File: src/rtl/altpwm_pkg.sv
package altpwm_pkg;
  typedef enum logic {
    PH_FALL = 1'b0,
    PH_RISE = 1'b1
  } osc_phase_e;
endpackage

File: src/rtl/altpwm_osc.sv
module altpwm_osc
  import altpwm_pkg::*;
#(
  parameter int W = 8
) (
  input  logic         clk,
  input  logic         rst,
  input  logic         en,
  input  logic [W-1:0] rise_len,
  input  logic [W-1:0] fall_len,
  output logic [W-1:0] ramp_cnt,
  output logic         clk_q,
  output logic         cyc_start,
  output logic         rise_end
);
  localparam int CW = W + 1;

  osc_phase_e   ph;
  logic [W-1:0] cnt;
  logic [CW-1:0] cnt_inc;
  logic [CW-1:0] len_now;
  logic          last;

  assign cnt_inc = {1'b0, cnt} + CW'(1);
  assign len_now = (ph == PH_FALL) ? {1'b0, fall_len} : {1'b0, rise_len};
  assign last    = (cnt_inc >= len_now);

  always_ff @(posedge clk) begin
    if (rst || !en) begin
      ph  <= PH_FALL;
      cnt <= '0;
    end else if (last) begin
      ph  <= (ph == PH_FALL) ? PH_RISE : PH_FALL;
      cnt <= '0;
    end else begin
      cnt <= cnt_inc[W-1:0];
    end
  end

  assign ramp_cnt  = (ph == PH_RISE) ? cnt : '0;
  assign clk_q     = (ph == PH_FALL);
  assign cyc_start = en && last && (ph == PH_FALL);
  assign rise_end  = en && last && (ph == PH_RISE);
endmodule

File: src/rtl/altpwm_blank.sv
module altpwm_blank #(
  parameter int W = 8
) (
  input  logic         clk,
  input  logic         rst,
  input  logic         en,
  input  logic         load,
  input  logic [W-1:0] blank_len,
  output logic         blanked
);
  logic [W-1:0] bcnt;

  always_ff @(posedge clk) begin
    if (rst || !en) begin
      bcnt <= '0;
    end else if (load) begin
      bcnt <= blank_len;
    end else if (bcnt != '0) begin
      bcnt <= bcnt - W'(1);
    end
  end

  assign blanked = (bcnt != '0);
endmodule

File: src/rtl/altpwm_steer.sv
module altpwm_steer #(
  parameter int W      = 8,
  parameter int OFFSET = 16
) (
  input  logic         clk,
  input  logic         rst,
  input  logic         en,
  input  logic         cyc_start,
  input  logic         rise_end,
  input  logic         blanked,
  input  logic [W-1:0] ramp_val,
  input  logic [W-1:0] ctrl,
  input  logic         cur_lim,
  input  logic         over_cur,
  output logic         out_a,
  output logic         out_b
);
  localparam int CW = W + 1;
  localparam logic [CW-1:0] OFS = CW'(OFFSET);

  logic          nxt_b;
  logic          cmp_hit;
  logic          open_ok;
  logic          kill;

  assign cmp_hit = (({1'b0, ramp_val} + OFS) >= {1'b0, ctrl});
  assign open_ok = ({1'b0, ctrl} > OFS);
  assign kill    = over_cur || (!blanked && (cur_lim || cmp_hit));

  always_ff @(posedge clk) begin
    if (rst || !en) begin
      nxt_b <= 1'b0;
      out_a <= 1'b0;
      out_b <= 1'b0;
    end else if (cyc_start) begin
      nxt_b <= ~nxt_b;
      out_a <= open_ok && !nxt_b;
      out_b <= open_ok && nxt_b;
    end else if (rise_end || kill) begin
      out_a <= 1'b0;
      out_b <= 1'b0;
    end
  end
endmodule

File: src/rtl/altpwm_gen.sv
module altpwm_gen #(
  parameter int W      = 8,
  parameter int OFFSET = 16
) (
  input  logic         clk,
  input  logic         rst,
  input  logic         en,
  input  logic [W-1:0] rise_len,
  input  logic [W-1:0] fall_len,
  input  logic [W-1:0] blank_len,
  input  logic [W-1:0] ctrl,
  input  logic         ramp_sel,
  input  logic [W-1:0] ext_ramp,
  input  logic         cur_lim,
  input  logic         over_cur,
  output logic         out_a,
  output logic         out_b,
  output logic         clk_out
);
  logic [W-1:0] ramp_cnt;
  logic [W-1:0] ramp_val;
  logic         cyc_start;
  logic         rise_end;
  logic         blanked;

  altpwm_osc #(.W(W)) u_osc (
    .clk       (clk),
    .rst       (rst),
    .en        (en),
    .rise_len  (rise_len),
    .fall_len  (fall_len),
    .ramp_cnt  (ramp_cnt),
    .clk_q     (clk_out),
    .cyc_start (cyc_start),
    .rise_end  (rise_end)
  );

  altpwm_blank #(.W(W)) u_blank (
    .clk       (clk),
    .rst       (rst),
    .en        (en),
    .load      (cyc_start),
    .blank_len (blank_len),
    .blanked   (blanked)
  );

  assign ramp_val = ramp_sel ? ext_ramp : ramp_cnt;

  altpwm_steer #(.W(W), .OFFSET(OFFSET)) u_steer (
    .clk       (clk),
    .rst       (rst),
    .en        (en),
    .cyc_start (cyc_start),
    .rise_end  (rise_end),
    .blanked   (blanked),
    .ramp_val  (ramp_val),
    .ctrl      (ctrl),
    .cur_lim   (cur_lim),
    .over_cur  (over_cur),
    .out_a     (out_a),
    .out_b     (out_b)
  );
endmodule

File: config.mk
export PLATFORM = sky130hd
export DESIGN_NAME = altpwm_gen
export DESIGN_NICKNAME = d
export VERILOG_FILES = /design/src/rtl/altpwm_pkg.sv /design/src/rtl/altpwm_osc.sv /design/src/rtl/altpwm_blank.sv /design/src/rtl/altpwm_steer.sv /design/src/rtl/altpwm_gen.sv
export SDC_FILE = /design/constraint.sdc
export NUM_CORES = 1
export LEC_CHECK = 0
export CAP_MARGIN = 10
export CORE_MARGIN = 2
export CORE_UTILIZATION = 45
export CTS_BUF_LIST = sky130_fd_sc_hd__clkbuf_4 sky130_fd_sc_hd__clkbuf_8 sky130_fd_sc_hd__clkbuf_16
export DETAILED_ROUTE_END_ITERATION = 8
export PLACE_DENSITY = 0.77
export SYNTH_ARGS = -nofsm -noshare
export SYNTH_HDL_FRONTEND = slang
export SYNTH_SLANG_ARGS = --single-unit
File: constraint.sdc
create_clock -name clk -period 4.8 [get_ports clk]
set_input_delay 0.96 -clock clk [delete_from_list [all_inputs] [get_ports clk]]
set_output_delay 0.96 -clock clk [all_outputs]
set_load 0.02 [all_outputs]
Word-level counts from Yosys, hierarchy flattened
Index checks and enable logic that the tools add are counted.

storage, ports and cells
  register bits after elaboration = 20
  input port bits = 46

operators by class
  multiplexer cells = 9
  magnitude comparators = 3
  reductions and logical operators = 17
  add/subtract/negate cells = 3
  bitwise gates (word level) = 2

operators by type and width
  operator             count
  $mux 8               5
  $add 8x1->9 const B  1
  $add 8x5->9 const B  1
  $ge 9x8->1           1
  $ge 9x9->1           1
  $gt 8x5->1 const B   1
  $reduce_bool 8->1    1
  $sub 8x1->8 const B  1
  $logic_and 1x1->1    6
  $logic_or 1x1->1     4
  $mux 1               4
  $reduce_bool 2->1    2
  $logic_not 1->1      3
  $not 1->1            2
  $reduce_or 2->1      1

Longest topological paths before layout
  word-level depth = 10
  gate-level depth with buffers = 12
  gate-level depth less buffers = 11

Cells and area by module
From an unflattened synthesis, not the netlist that was laid out.

second synthesis, totals
  cells, all modules = 191
  area, all modules = 1732.9 sq um

modules (own cells, without submodules)
  module        area each (sq um)  times used  seq. area each (sq um)  cells an instance
  altpwm_osc    716.9              1           180.2                   79
  altpwm_blank  485.5              1           160.2                   54
  altpwm_steer  399.1              1           60.1                    49
  altpwm_gen    131.4              1           0.0                     9

Worst setup path before layout
Ideal clock, no wire load.

  path type = input -> register
  start = input port ramp_sel
  end = register u_steer.out_a
  data arrival time = 2.728 ns
  cell stages on the path = 11
  required time = 4.708 ns
  path buffers = 1
  setup slack = 1.980 ns
  library setup time = 0.092 ns
  cells stage by stage = clkbuf_1 nand2_1 o21ai_0 nand3_1 xnor2_1 ha_1 a211oi_1 nand2_1 a211oi_1 a21oi_1 o32ai_1

on the way
  word-level cells in the longest chain between the ends = 8

RTL lines
  item                         RTL line            text
  from (decl)                  altpwm_gen.sv:12    input logic ramp_sel,
  $mux 8                       altpwm_gen.sv:47    assign ramp_val = ramp_sel ? ext_ramp : ramp_cnt;
  $add 8x5->9                  altpwm_steer.sv:26  assign cmp_hit = (({1'b0, ramp_val} + OFS) >= {1'b0, ctrl});
  $ge 9x8->1                   altpwm_steer.sv:26
  $logic_or 1x1->1             altpwm_steer.sv:28  assign kill = over_cur || (!blanked && (cur_lim || cmp_hit));
  $logic_and 1x1->1            altpwm_steer.sv:28
  $logic_or 1x1->1             altpwm_steer.sv:28
  $logic_or 1x1->1             altpwm_steer.sv:39  end else if (rise_end || kill) begin
  $reduce_bool 2->1 (no line)  -
  to (signal assigned)         altpwm_steer.sv:37  out_a <= open_ok && !nxt_b;
  to (decl)                    altpwm_steer.sv:15  output logic out_a,

Every way passes these cells.
A chain may end at the register's enable or synchronous reset.

Final worst setup path
Ends and elaborated chain as after synthesis.

==> out/metrics.cfg <==
[status]
outcome = complete, no violations

[yosys]
synth_area_leaders = dfxtp_1 (24%), ha_1 (14%), mux2i_1 (10%)
synth-compound-area-share_pct = 13.9
synth_most_common_cell = nand2_1
syn_avg_cell_area_um2 = 8.13
syn_area_um2 = 1670
synthCells = 205
synth-xor-area-share_pct = 6.83
synth_ff_type = dfxtp_1
synth_top_area_share_pct = 24.0
synth_edf_count = 0
synth_commonest_cells = nand2_1 (37), dfxtp_1 (20), ha_1 (19)
synth_nets = 270
synthMuxAreaShare_pct = 10.9
synthArstFlopShare_pct = 0
synth_top_family_by_area = simple AND/OR/NAND/NOR gates
yosys.area_share.simple_pct = 24.8
yosys.area.top_type = dfxtp_1
synth_seq_cells = 20
yosysSeqAreaShare_pct = 24.0
ys_types = 43
ys_warn_count = 0
synth_fa_ha_area_share_pct = 14.3

[clock_network]
clk_pin_slew_worst_paths_ns = 0.07
cts_sinks = 20
clockRootBuffer = clkbuf_8
cts_tree = yes
hold_buffers = 0
cts_resized = 0
numCtsBuffers = 3
post_cts_buffers = 0
clk_latency_ns = 0.25
cts_buffer_depth = 2
htreeDepth = 1

[setup_path]
start_kind = primary input
end_kind = flop
timing.setup.critical_path_class = primary input to flop
critPathSlowestCell = clkdlybuf4s50_1
startpoint = ramp_sel
cp_max_fo = 17
crit_required_ns = 4.97
cp_slowest_stage_delay_ns = 0.63
r2r_start = u_osc.cnt[2]
arrival_ns = 3.53
cp_cell_sequence = clkdlybuf4s50_1, nand3b_1, nand2_1, nand3_1, xnor2_1, ha_1, a211oi_1, nand2_1, a211oi_1, a21oi_1, o32ai_1
r2r-end = u_steer.nxt_b
reg2reg_depth = 10
reg2reg_slack_ns = 1.87

[sta]
fmaxAchievable_mhz = 297
setup_viol = 0
rsz0062_at_grt = no
tightestPinTransition_ns = 0.723
drv_slew = 0
skew_ns = 0.00339
fin_crit_sh_pct = 70.1
maxSlewHeadroom_pct = 51.8
period_minus_slack_ns = 3.36
fin_setup_tns_ns = 0
report.final.hold_viol_count = 0

[global_routing]
antenna_found_initial = 0
grt_pass1_wl_um = 6090
grt_pass1_vias = 1463
grt_usage_pct = 17.9
grt_max_degree = 19
grt-ovfl-total = 0

[place]
place.gp.congestion = 0.823
placed_cell_area_um2 = 2180
post-dp-hpwl_um = 2850
portBuffers = 48
dp_cells = 296

[worst_hold_path]
hold_end = u_steer.out_a
min_path_type = flop to flop
min_from = u_steer.nxt_b
min_path_cells = 1

[floorplan]
initial_core_util_pct = 46.2
dieArea_um2 = 4210
core_um2 = 3610
chipWidth_um = 64.9
pin_count = 49
fp-row-count = 22
dieHeight_um = 64.9

[cells_and_area]
postLayoutCellArea_um2 = 2220
layout-drive-gt1-share_pct = 5.18
area.growth.synth_to_final_pct = 33.4
layout.nets = 318
fillers = 335
seq_area_um2 = 400
multiInputGateArea_um2 = 1180
antenna-diode-count = 0
stdcell_count = 299

[routing]
wl_per_cell_um = 11.7
drt-pass1-iter-count = 4
wirelength_um = 3490
num_vias = 1541
drt_iter0_markers = 55
ant_nets = 0
drc = 0
routed_via_density = 5.15

[pwr]
power_density_nw_per_um2 = 312
leakage_nw = 0.915
ir_drop_v = 0.000169

[flow_run]
maxCapViolations = 0

how the worst max path moves through the flow:
| stage | cells after the start | slack (ns) | to |
|---|---|---|---|
| floorplan | 11 | 1.98 | u_steer.out_a |
| global placement | 11 | 1.25 | u_steer.out_a |
| detailed placement | 11 | 1.16 | u_steer.out_a |
| CTS | 11 | 1.42 | u_steer.out_a |
| global route | 11 | 1.22 | u_steer.out_a |
| finish | 11 | 1.44 | u_steer.out_a |
registers in the layout (all words and copies together) (netlist names):
register and flops:
u_steer.out_b 1, u_steer.nxt_b 1, u_blank.bcnt 8, u_osc.cnt 8, u_steer.out_a 1, u_osc.ph 1
cell usage in the layout, fill, tap and decap left out, types with 2 or more instances in the layout:
| cell type | count |
|---|---|
| a211oi_1 | 2 |
| a21o_1 | 2 |
| a21oi_1 | 9 |
| and3_1 | 5 |
| clkbuf_8 | 3 |
| clkdlybuf4s50_1 | 48 |
| dfxtp_1 | 20 |
| ha_1 | 19 |
| inv_1 | 15 |
| mux2i_1 | 17 |
| nand2_1 | 37 |
| nand2b_1 | 3 |
| nand3_1 | 6 |
| nand3b_1 | 3 |
| nor2_1 | 6 |
| nor2b_1 | 8 |
| nor3_1 | 5 |
| o21ai_0 | 7 |
| o32ai_1 | 2 |
| xnor2_1 | 9 |
| xor2_1 | 4 |
per-stage QoR:
step / utilization [%] / power, W / hold WS (ns) / setup slack (ns)
6_report: 61.7 / 0.000693 / 0.458 / 1.44
5_1_grt: 61.7 / 0.000754 / 0.491 / 1.22
4_1_cts: 61.7 / 0.000694 / 0.461 / 1.42
3_5_place_dp: 60.5 / 0.000581 / 0.444 / 1.16
3_3_place_gp: 60.5 / 0.000575 / 0.441 / 1.25
2_1_floorplan: - / 0.000502 / 0.424 / 1.98
worst max-delay path: cells and delay by family:
| family | cells | cell delay [ns] |
|---|---|---|
| XOR/XNOR | 1 | 0.15 |
| adder cells (fa/ha/maj) | 1 | 0.31 |
| AND/OR/NAND/NOR | 4 | 0.67 |
| buffers and inverters | 1 | 0.63 |
| AO/OA/AOI/OAI | 4 | 0.82 |
layer usage:
layer	GRT usage (%)	part of all wire, %	up-vias
met1	23.0	49	690
met3	3.13	4.7	4
met5	0	0	-
met4	4.26	1.1	0
met2	31.1	45	32
li1	-	-	815
where the power goes:
group / leakage, nW / total [W] / internal, W / switching, W
clock: 0.0216 / 0.000110 / 0.0000558 / 0.0000539
combinational: 0.731 / 0.000354 / 0.000180 / 0.000174
sequential: 0.162 / 0.000229 / 0.000197 / 0.0000324
total: 0.915 / 0.000693 / 0.000432 / 0.000261
cells by family (layout without fill, tap and decap cells):
| logic type | after synthesis | after routing |
|---|---|---|
| multiplexers | 18 | 18 |
| adder cells (fa/ha/maj) | 19 | 19 |
| buffers and inverters | 21 | 67 |
| flip-flops | 20 | 20 |
| AND/OR/NAND/NOR | 81 | 81 |
| XOR/XNOR | 13 | 13 |
| AO/OA/AOI/OAI | 33 | 33 |
final cells by class:
class | instances | share of cell area [%]
Sequential cell | 20 | 18.0
Inverter | 15 | 2.53
Multi-Input combinational cell | 164 | 53.0
Timing Repair Buffer | 49 | 21.9
Tap cell | 48 | 2.70
Clock buffer | 3 | 1.86
(Power assumes the default switching activity.)
